[config.mk]
export PLATFORM = sky130hd
export DESIGN_NAME = sop_alu_top
export DESIGN_NICKNAME = d
export VERILOG_FILES = /design/src/rtl/sop_pkg.sv /design/src/rtl/sop_lane.sv /design/src/rtl/sop_alu_top.sv
export SDC_FILE = /design/constraint.sdc
export NUM_CORES = 1
export LEC_CHECK = 0
export BUFFER_PORTS_ARGS = -buffer_cell sky130_fd_sc_hd__clkbuf_2
export CORE_UTILIZATION = 54
export CTS_CLUSTER_DIAMETER = 30
export DETAILED_ROUTE_END_ITERATION = 7
export GPL_TIMING_DRIVEN = 0
export PLACE_DENSITY_LB_ADDON = 0.05
export SLEW_MARGIN = 0
export SYNTH_ARGS = -nofsm -noshare
export SYNTH_HDL_FRONTEND = slang
export SYNTH_SLANG_ARGS = --single-unit
[constraint.sdc]
create_clock -name clk -period 3 [get_ports clk]
set_clock_uncertainty 0.05 [all_clocks]
set_input_delay 0.3 -clock clk [delete_from_list [all_inputs] [get_ports clk]]
set_output_delay 0.3 -clock clk [all_outputs]
set_load 0.05 [all_outputs]
[src/rtl/sop_pkg.sv]
package sop_pkg;
    localparam int DATA_W = 16;

    typedef enum logic [3:0] {
        OP_CLR  = 4'd0,
        OP_TST  = 4'd1,
        OP_INC  = 4'd2,
        OP_DEC  = 4'd3,
        OP_NEG  = 4'd4,
        OP_COM  = 4'd5,
        OP_ASR  = 4'd6,
        OP_ASL  = 4'd7,
        OP_ROR  = 4'd8,
        OP_ROL  = 4'd9,
        OP_SWAB = 4'd10,
        OP_ADC  = 4'd11,
        OP_SBC  = 4'd12,
        OP_SXT  = 4'd13
    } op_e;

    typedef struct packed {
        logic n;
        logic z;
        logic v;
        logic c;
    } flags_t;

    function automatic logic is_shift(op_e o);
        return (o == OP_ASR) || (o == OP_ASL) || (o == OP_ROR) || (o == OP_ROL);
    endfunction
endpackage

[src/rtl/sop_lane.sv]
module sop_lane
    import sop_pkg::*;
#(
    parameter int W = 16
) (
    input  op_e            op,
    input  logic [W-1:0]   a,
    input  logic           cin,
    input  logic           nin,
    output logic [W-1:0]   res,
    output flags_t         fl
);
    localparam logic [W-1:0] SMIN = {1'b1, {(W-1){1'b0}}};
    localparam logic [W-1:0] SMAX = ~SMIN;
    localparam logic [W-1:0] ONES = {W{1'b1}};
    localparam logic [W-1:0] ZERO = {W{1'b0}};

    logic c_nx;
    logic v_nx;

    always_comb begin
        res  = a;
        c_nx = cin;
        v_nx = 1'b0;
        case (op)
            OP_CLR: begin res = ZERO; c_nx = 1'b0; end
            OP_TST: begin res = a; c_nx = 1'b0; end
            OP_INC: begin res = a + 1'b1; v_nx = (a == SMAX); end
            OP_DEC: begin res = a - 1'b1; v_nx = (a == SMIN); end
            OP_NEG: begin
                res  = ZERO - a;
                v_nx = (a == SMIN);
                c_nx = (a != ZERO);
            end
            OP_COM: begin res = ~a; c_nx = 1'b1; end
            OP_ASR: begin res = {a[W-1], a[W-1:1]}; c_nx = a[0]; end
            OP_ASL: begin res = {a[W-2:0], 1'b0}; c_nx = a[W-1]; end
            OP_ROR: begin res = {cin, a[W-1:1]}; c_nx = a[0]; end
            OP_ROL: begin res = {a[W-2:0], cin}; c_nx = a[W-1]; end
            OP_ADC: begin
                res  = a + {{(W-1){1'b0}}, cin};
                v_nx = cin && (a == SMAX);
                c_nx = cin && (a == ONES);
            end
            OP_SBC: begin
                res  = a - {{(W-1){1'b0}}, cin};
                v_nx = cin && (a == SMIN);
                c_nx = cin && (a == ZERO);
            end
            OP_SXT: res = {W{nin}};
            default: res = a;
        endcase
    end

    always_comb begin
        fl.n = res[W-1];
        fl.z = (res == ZERO);
        fl.c = c_nx;
        fl.v = is_shift(op) ? (res[W-1] ^ c_nx) : v_nx;
    end
endmodule

[src/rtl/sop_alu_top.sv]
module sop_alu_top
    import sop_pkg::*;
#(
    parameter int DW = sop_pkg::DATA_W
) (
    input  logic          clk,
    input  logic          rst,
    input  logic          valid,
    input  logic          byte_mode,
    input  logic [3:0]    op,
    input  logic [DW-1:0] operand,
    input  logic          c_in,
    input  logic          n_in,
    output logic [DW-1:0] result,
    output logic [3:0]    flags,
    output logic          done
);
    localparam int H = DW / 2;

    op_e            op_i;
    logic [DW-1:0]  w_res;
    flags_t         w_fl;
    logic [H-1:0]   b_res;
    flags_t         b_fl;
    logic [DW-1:0]  nxt_res;
    flags_t         nxt_fl;
    logic [DW-1:0]  swapped;
    flags_t         fl_q;

    assign op_i    = op_e'(op);
    assign swapped = {operand[H-1:0], operand[DW-1:H]};

    sop_lane #(.W(DW)) u_word_lane (
        .op(op_i), .a(operand), .cin(c_in), .nin(n_in),
        .res(w_res), .fl(w_fl)
    );

    sop_lane #(.W(H)) u_byte_lane (
        .op(op_i), .a(operand[H-1:0]), .cin(c_in), .nin(n_in),
        .res(b_res), .fl(b_fl)
    );

    always_comb begin
        if (op_i == OP_SWAB) begin
            nxt_res  = swapped;
            nxt_fl.n = swapped[H-1];
            nxt_fl.z = (swapped[H-1:0] == '0);
            nxt_fl.v = 1'b0;
            nxt_fl.c = 1'b0;
        end else if (byte_mode) begin
            nxt_res = {operand[DW-1:H], b_res};
            nxt_fl  = b_fl;
        end else begin
            nxt_res = w_res;
            nxt_fl  = w_fl;
        end
    end

    always_ff @(posedge clk) begin
        if (rst) begin
            result <= '0;
            fl_q   <= '0;
            done   <= 1'b0;
        end else begin
            done <= valid;
            if (valid) begin
                fl_q <= nxt_fl;
                if (op_i != OP_TST) result <= nxt_res;
            end
        end
    end

    assign flags = fl_q;

    assert_done_R2: assert property (@(posedge clk) disable iff (rst)
        valid |=> done);
    assert_hold_R2: assert property (@(posedge clk) disable iff (rst)
        !valid |=> ($stable(result) && $stable(flags) && !done));
    assert_upper_R3: assert property (@(posedge clk) disable iff (rst)
        (valid && byte_mode && op_i != OP_SWAB && op_i != OP_TST)
        |=> result[DW-1:H] == $past(operand[DW-1:H]));
    assert_clr_R4: assert property (@(posedge clk) disable iff (rst)
        (valid && op_i == OP_CLR) |=> (flags == 4'b0100));
    assert_tst_R4: assert property (@(posedge clk) disable iff (rst)
        (valid && op_i == OP_TST) |=> ($stable(result) && flags[1:0] == 2'b00));
    assert_shiftv_R9: assert property (@(posedge clk) disable iff (rst)
        (valid && is_shift(op_i)) |=> (flags[1] == (flags[3] ^ flags[0])));
    assert_swab_R10: assert property (@(posedge clk) disable iff (rst)
        (valid && op_i == OP_SWAB)
        |=> (flags[1:0] == 2'b00 &&
             result == {$past(operand[H-1:0]), $past(operand[DW-1:H])}));
endmodule

=== Word level (Yosys, flattened, before mapping) ===
Index checks and enable logic that the tools add are counted.

* Register bits after elaboration: 21

* $add $sub $neg: 10
* Eq/ne operators: 20
* Muxes and demuxes: 12
* Bitwise gates (word level): 4
* Reduce and logical (&&, ||, !) cells: 24

{| class="wikitable"
|+ Operators by type and width
! operator !! count
|-
| 16-bit one-hot mux with 12 select lines || 1
|-
| 8-bit one-hot mux with 12 select lines || 1
|-
| 16-bit equality test, second input constant || 2
|-
| 16-bit logical NOT || 2
|-
| 16-bit two-way mux || 2
|-
| 4-bit equality test, second input constant || 6
|-
| 8-bit logical NOT || 3
|-
| 16-bit by 1-bit adder with 16-bit output || 1
|-
| 16-bit by 1-bit adder with 16-bit output, second input constant || 1
|-
| 16-bit by 15-bit equality test with 1-bit output, second input constant || 1
|-
| 4-bit by 3-bit equality test with 1-bit output, second input constant || 4
|-
| 8-bit equality test, second input constant || 2
|-
| 16-bit inverter || 1
|-
| 16-bit nonzero test || 1
|-
| 1-bit by 16-bit subtractor with 16-bit output, first input constant || 1
|-
| 16-bit by 1-bit subtractor with 16-bit output || 1
|-
| 16-bit by 1-bit subtractor with 16-bit output, second input constant || 1
|-
| 1-bit one-hot mux with 7 select lines || 2
|-
| 8-bit by 1-bit adder with 8-bit output || 1
|-
| 8-bit by 1-bit adder with 8-bit output, second input constant || 1
|-
| 4-bit by 2-bit equality test with 1-bit output, second input constant || 2
|-
| 8-bit by 7-bit equality test with 1-bit output, second input constant || 1
|-
| 1-bit logical AND || 8
|-
| 4-bit two-way mux || 2
|-
| other kinds (14) || 22
|}

=== Depth between registers and ports, before layout ===
* Depth after elaboration: 7
* Gate-level depth with buffers: 18
* Depth with buffers taken out: 13

=== By module ===
From an unflattened synthesis, not the netlist that was laid out.

* Cell total of the unflattened synthesis: 680
* Area total of the unflattened synthesis: 4750.8 µm²

{| class="wikitable"
|+ Modules (own cells, without submodules)
! module !! times used !! cells each !! area an instance (µm²) !! sequential area each (µm²)
|-
| sop_lane at u_word_lane || 1 || 358 || 2277.2 || 0.0
|-
| sop_lane at u_byte_lane || 1 || 221 || 1357.6 || 0.0
|-
| sop_alu_top || 1 || 101 || 1116.1 || 420.4
|}

=== Least setup slack after synthesis ===
No wires, ideal clock.

* Path kind: input to register
* From: in op[2]
* To: reg fl_q (netlist bit flags[2])
* Setup time: 59 ps
* Arrival time: 3208 ps
* Data required time: 2891 ps
* Setup slack: -316 ps
* Stages: 18
* Buffers on the path: 5
* Cells stage by stage: buf_4 -> buf_4 -> buf_6 -> buf_4 -> nor3b_1 -> o21ai_0 -> ha_1 -> inv_1 -> ha_1 -> buf_2 -> nor2_1 -> nand2_1 -> mux2i_1 -> xor2_1 -> a221oi_1 -> nand4_1 -> o32ai_1 -> a31o_1

* Word-level cells in the longest chain between the ends: 5

{| class="wikitable"
|+ RTL lines
! what !! line !! text
|-
| start: declaration || sop_alu_top.sv:10 || <nowiki>input logic [3:0] op,</nowiki>
|-
| 4-bit equality test, or another cell as far along || sop_lane.sv:25 || <nowiki>case (op)</nowiki>
|-
| 16-bit one-hot mux with 12 select lines / 8-bit one-hot mux with 12 select lines (equally long branches) || sop_lane.sv:25 ||
|-
| 16-bit logical NOT / 8-bit logical NOT (equally long branches) || sop_lane.sv:57 || <nowiki>fl.z = (res == ZERO);</nowiki>
|-
| 4-bit two-way mux || sop_alu_top.sv:50 || <nowiki>end else if (byte_mode) begin</nowiki>
|-
| 4-bit two-way mux (*) || sop_alu_top.sv:44 || <nowiki>if (op_i == OP_SWAB) begin</nowiki>
|-
| end signal: assignment || sop_alu_top.sv:67 || <nowiki>fl_q <= nxt_fl;</nowiki>
|-
| end: declaration || sop_alu_top.sv:28 || <nowiki>flags_t fl_q;</nowiki>
|}

Every way passes the cells marked *; elsewhere a longest branch is shown, timed or not.
A chain may end at the register's enable or synchronous reset.

=== Worst setup path in the final report ===
* From: in op[3]
* To: reg fl_q (netlist bit flags[2])

Same word-level chain as after synthesis.

==> impl_metrics.toml <==
[setup_path]
cp.arrival_ns = 3.11
cp-start-kind = "input port"
crit_end = "flags[2]"
critical_path.startpoint = "op[3]"
regToRegSetupSlack_ns = 1.27
worst_r2r_endpoint = "flags[2]"
r2r_start = "flags[2]"
crit_path_end_kind = "flip-flop"
worstSetupPathType = "in -> reg"
required_ns = 3.17
reg2reg_depth = 6
cp_max_fo = 10

[drt]
wl_per_cell_um = 21.5
viasPerCell = 7.12
drc = 0
detail-route-antenna-nets = 0
firstDrtPassIters = 8
drt_iter0_drc = 424
wl_um = 13500
num_vias = 4455

[clocking]
htreeDepth = 1
clock-sinks = 21
cts_made_buffers = 3
clk_latency_ns = 0.26
cts_tree = "yes"
clkTransAtPathRegs_ns = 0.07
cts_root_buf = "clkbuf_8"
cts_buffer_depth = 2

[yosys]
ys_ff_latch = 21
synth_top_family_by_area = "simple AND/OR/NAND/NOR gates"
synth.most_common_cell = "nor2_1"
yosysWarnings = 0
synthTopCellsByCount = "47 x nor2_1, 37 x a21oi_1, 37 x nand2_1"
synth_edf_count = 0
async_flop_share_pct = 0
synth_compound_area_share_pct = 33.1
synth_xor_area_share_pct = 2.98
synth-main-ff-cell = "dfxtp_1"
synthMuxAreaShare_pct = 7.16
avgSynthCellArea_um2 = 7.09
yosysSeqAreaShare_pct = 11.9
synth_fp_nets = 529
yosys.area.top_type = "dfxtp_1"
syn_inst = 498
synth_fa_ha_area_share_pct = 1.77
yosys.area.top_type_share_pct = 11.9
syn_area_um2 = 3530
synth.distinct_cells = 86
synthSimpleGateAreaFrac_pct = 33.9
synth_area_leaders = "dfxtp_1 12%, a21oi_1 5.2%, nor2_1 5.0%, o21ai_0 4.4%, nand2_1 3.9%"

[die]
fp.dieW_um = 82.9
core-area_um2 = 6310
rows = 29
dieArea_um2 = 6870
ios = 47
die_y_um = 82.9
initial_utilization_pct = 55.9

[timing]
setup_slack_ns = 0.0535
tns_ns = 0
finalCriticalPeriod_ns = 2.95
slew_violations = 0
fmax_ghz = 0.339
setup_viol = 0
worst_slew_pin_slew_ns = 0.936
post-route-period-util_pct = 98.2
relSlewSlack_pct = 37.3
timing.final.hold_violations = 0

[global_route]
grt_overflow = 0
grt_use_total_pct = 37.7
grt_pass1_vias = 3971
grt_first_pass_wirelength_um = 20900
antenna_found_initial = 0
grt_max_degree = 20

[pwr]
p_leak_nw = 1.51
fin_total_pwr_mw = 1.18
p_int_mw = 0.637
power.clock.fraction_pct = 15.8
p_switching_mw = 0.544
p_per_area_nw_per_um2 = 282
power_switching_share_pct = 46.1
ir_drop_mv = 0.305
pwr-share-comb_pct = 57.7
seq_power_share_pct = 26.4

[place]
placement.io_buffers = 43
dp.final_hpwl_um = 10000
gp_congestion = 0.983
dp_slack_ns = -0.783

[cells_and_area]
nets = 581
syn2layout_area_growth_pct = 18.6
drive_gt1_share_pct = 26.0
antennaDiodeCount = 0

[worst_hold_path]
hold_depth = 3
hold_path.class = "in -> reg"

[flow_run]
maxCapViolations = 0

[outcome]
outcome = "finished, final reports clean"
## state kept, by name, indices dropped and copies added (netlist names)
register,flops
flags,4
result,16
done,1
## layer usage
metal / routed length (µm) / vias to the layer above / global-route usage (%)
met5: 0 / - / 0
met4: 585 / 0 / 16.6
met3: 1530 / 50 / 8.95
met2: 5980 / 301 / 59.4
met1: 5360 / 2108 / 48.7
li1: - / 1996 / -
## final cells by class
class | count | area, µm²
Inverter | 12 | 45.0
Fill cell | 572 | 2130
Multi-Input combinational cell | 415 | 2970
Tap cell | 77 | 96.3
Buffer | 40 | 264
Timing Repair Buffer | 57 | 344
Clock buffer | 4 | 45.0
Sequential cell | 21 | 420
## per-stage QoR
stage,instance area [µm²],hold slack [ns],utilization (%),instances
global placement,3880,0.390,61.5,618
CTS,4060,0.357,64.4,625
global route,4190,0.404,66.3,626
detailed placement,3880,0.394,61.5,618
finish,4190,0.359,66.3,626
floorplan,3570,0.478,-,498
## kinds of logic (layout without fill, tap and decap cells)
family,after synthesis,count (layout)
flops,21,21
compound gates,168,168
buf+inv,62,113
simple gates,208,208
mux,22,22
xor+xnor,12,12
fa+ha+maj,5,5
## cells in the final DEF, fill, tap and decap left out, drive strengths merged, types with 4 or more instances in the layout
master	netlist	layout
a2111oi	5	5
a211oi	16	16
a21o	4	4
a21oi	38	38
a311oi	5	5
and2	6	6
and3	5	5
buf	29	35
clkbuf	21	66
dfxtp	21	21
ha	5	5
inv	12	12
mux2	13	13
mux2i	9	9
nand2	39	39
nand2b	11	11
nand3	14	14
nand4	18	18
nor2	47	47
nor2b	10	10
nor3	18	18
nor3b	4	4
nor4	8	8
o211ai	9	9
o21ai	36	36
o21bai	5	5
o22ai	4	4
o2bb2ai	6	6
o31a	4	4
xnor2	7	7
xor2	5	5
## how the worst min path moves through the flow
stage / from / end / slack [ns]
after floorplan: operand[5] / result[13] / 0.48
after global placement: result[0] / result[0] / 0.39
after detailed placement: result[5] / result[5] / 0.39
after CTS: rst / result[8] / 0.36
after global routing: rst / result[8] / 0.40
final: rst / result[8] / 0.36
## timing repair
item	in CTS	in global routing
gates resized for setup	19	27
setup buffers	8	6
pin swaps	10	9
setup endpoints to repair	15	12
hold buffers	0	0
## worst max-delay path, stage by stage
cell and delay [ns]:
clkbuf_2 0.15, buf_6 0.17, nand2_2 0.12, a21oi_4 0.20
buf_4 0.21, xnor2_1 0.09, ha_1 0.22, buf_6 0.14
nor2_4 0.12, nand2_2 0.08, mux2i_1 0.17, xor2_1 0.12
a221oi_2 0.37, nand4_1 0.23, o32ai_2 0.30, a31o_1 0.13
## power groups by stage
stage	logic [mW]	registers (mW)	clock network, mW
detailed placement	0.610	0.319	0
CTS	0.634	0.312	0.188
global placement	0.604	0.318	0
global route	0.719	0.315	0.196
floorplan	0.366	0.397	0
finish	0.682	0.312	0.187
Note: power is estimated with default switching activity, not from simulation.
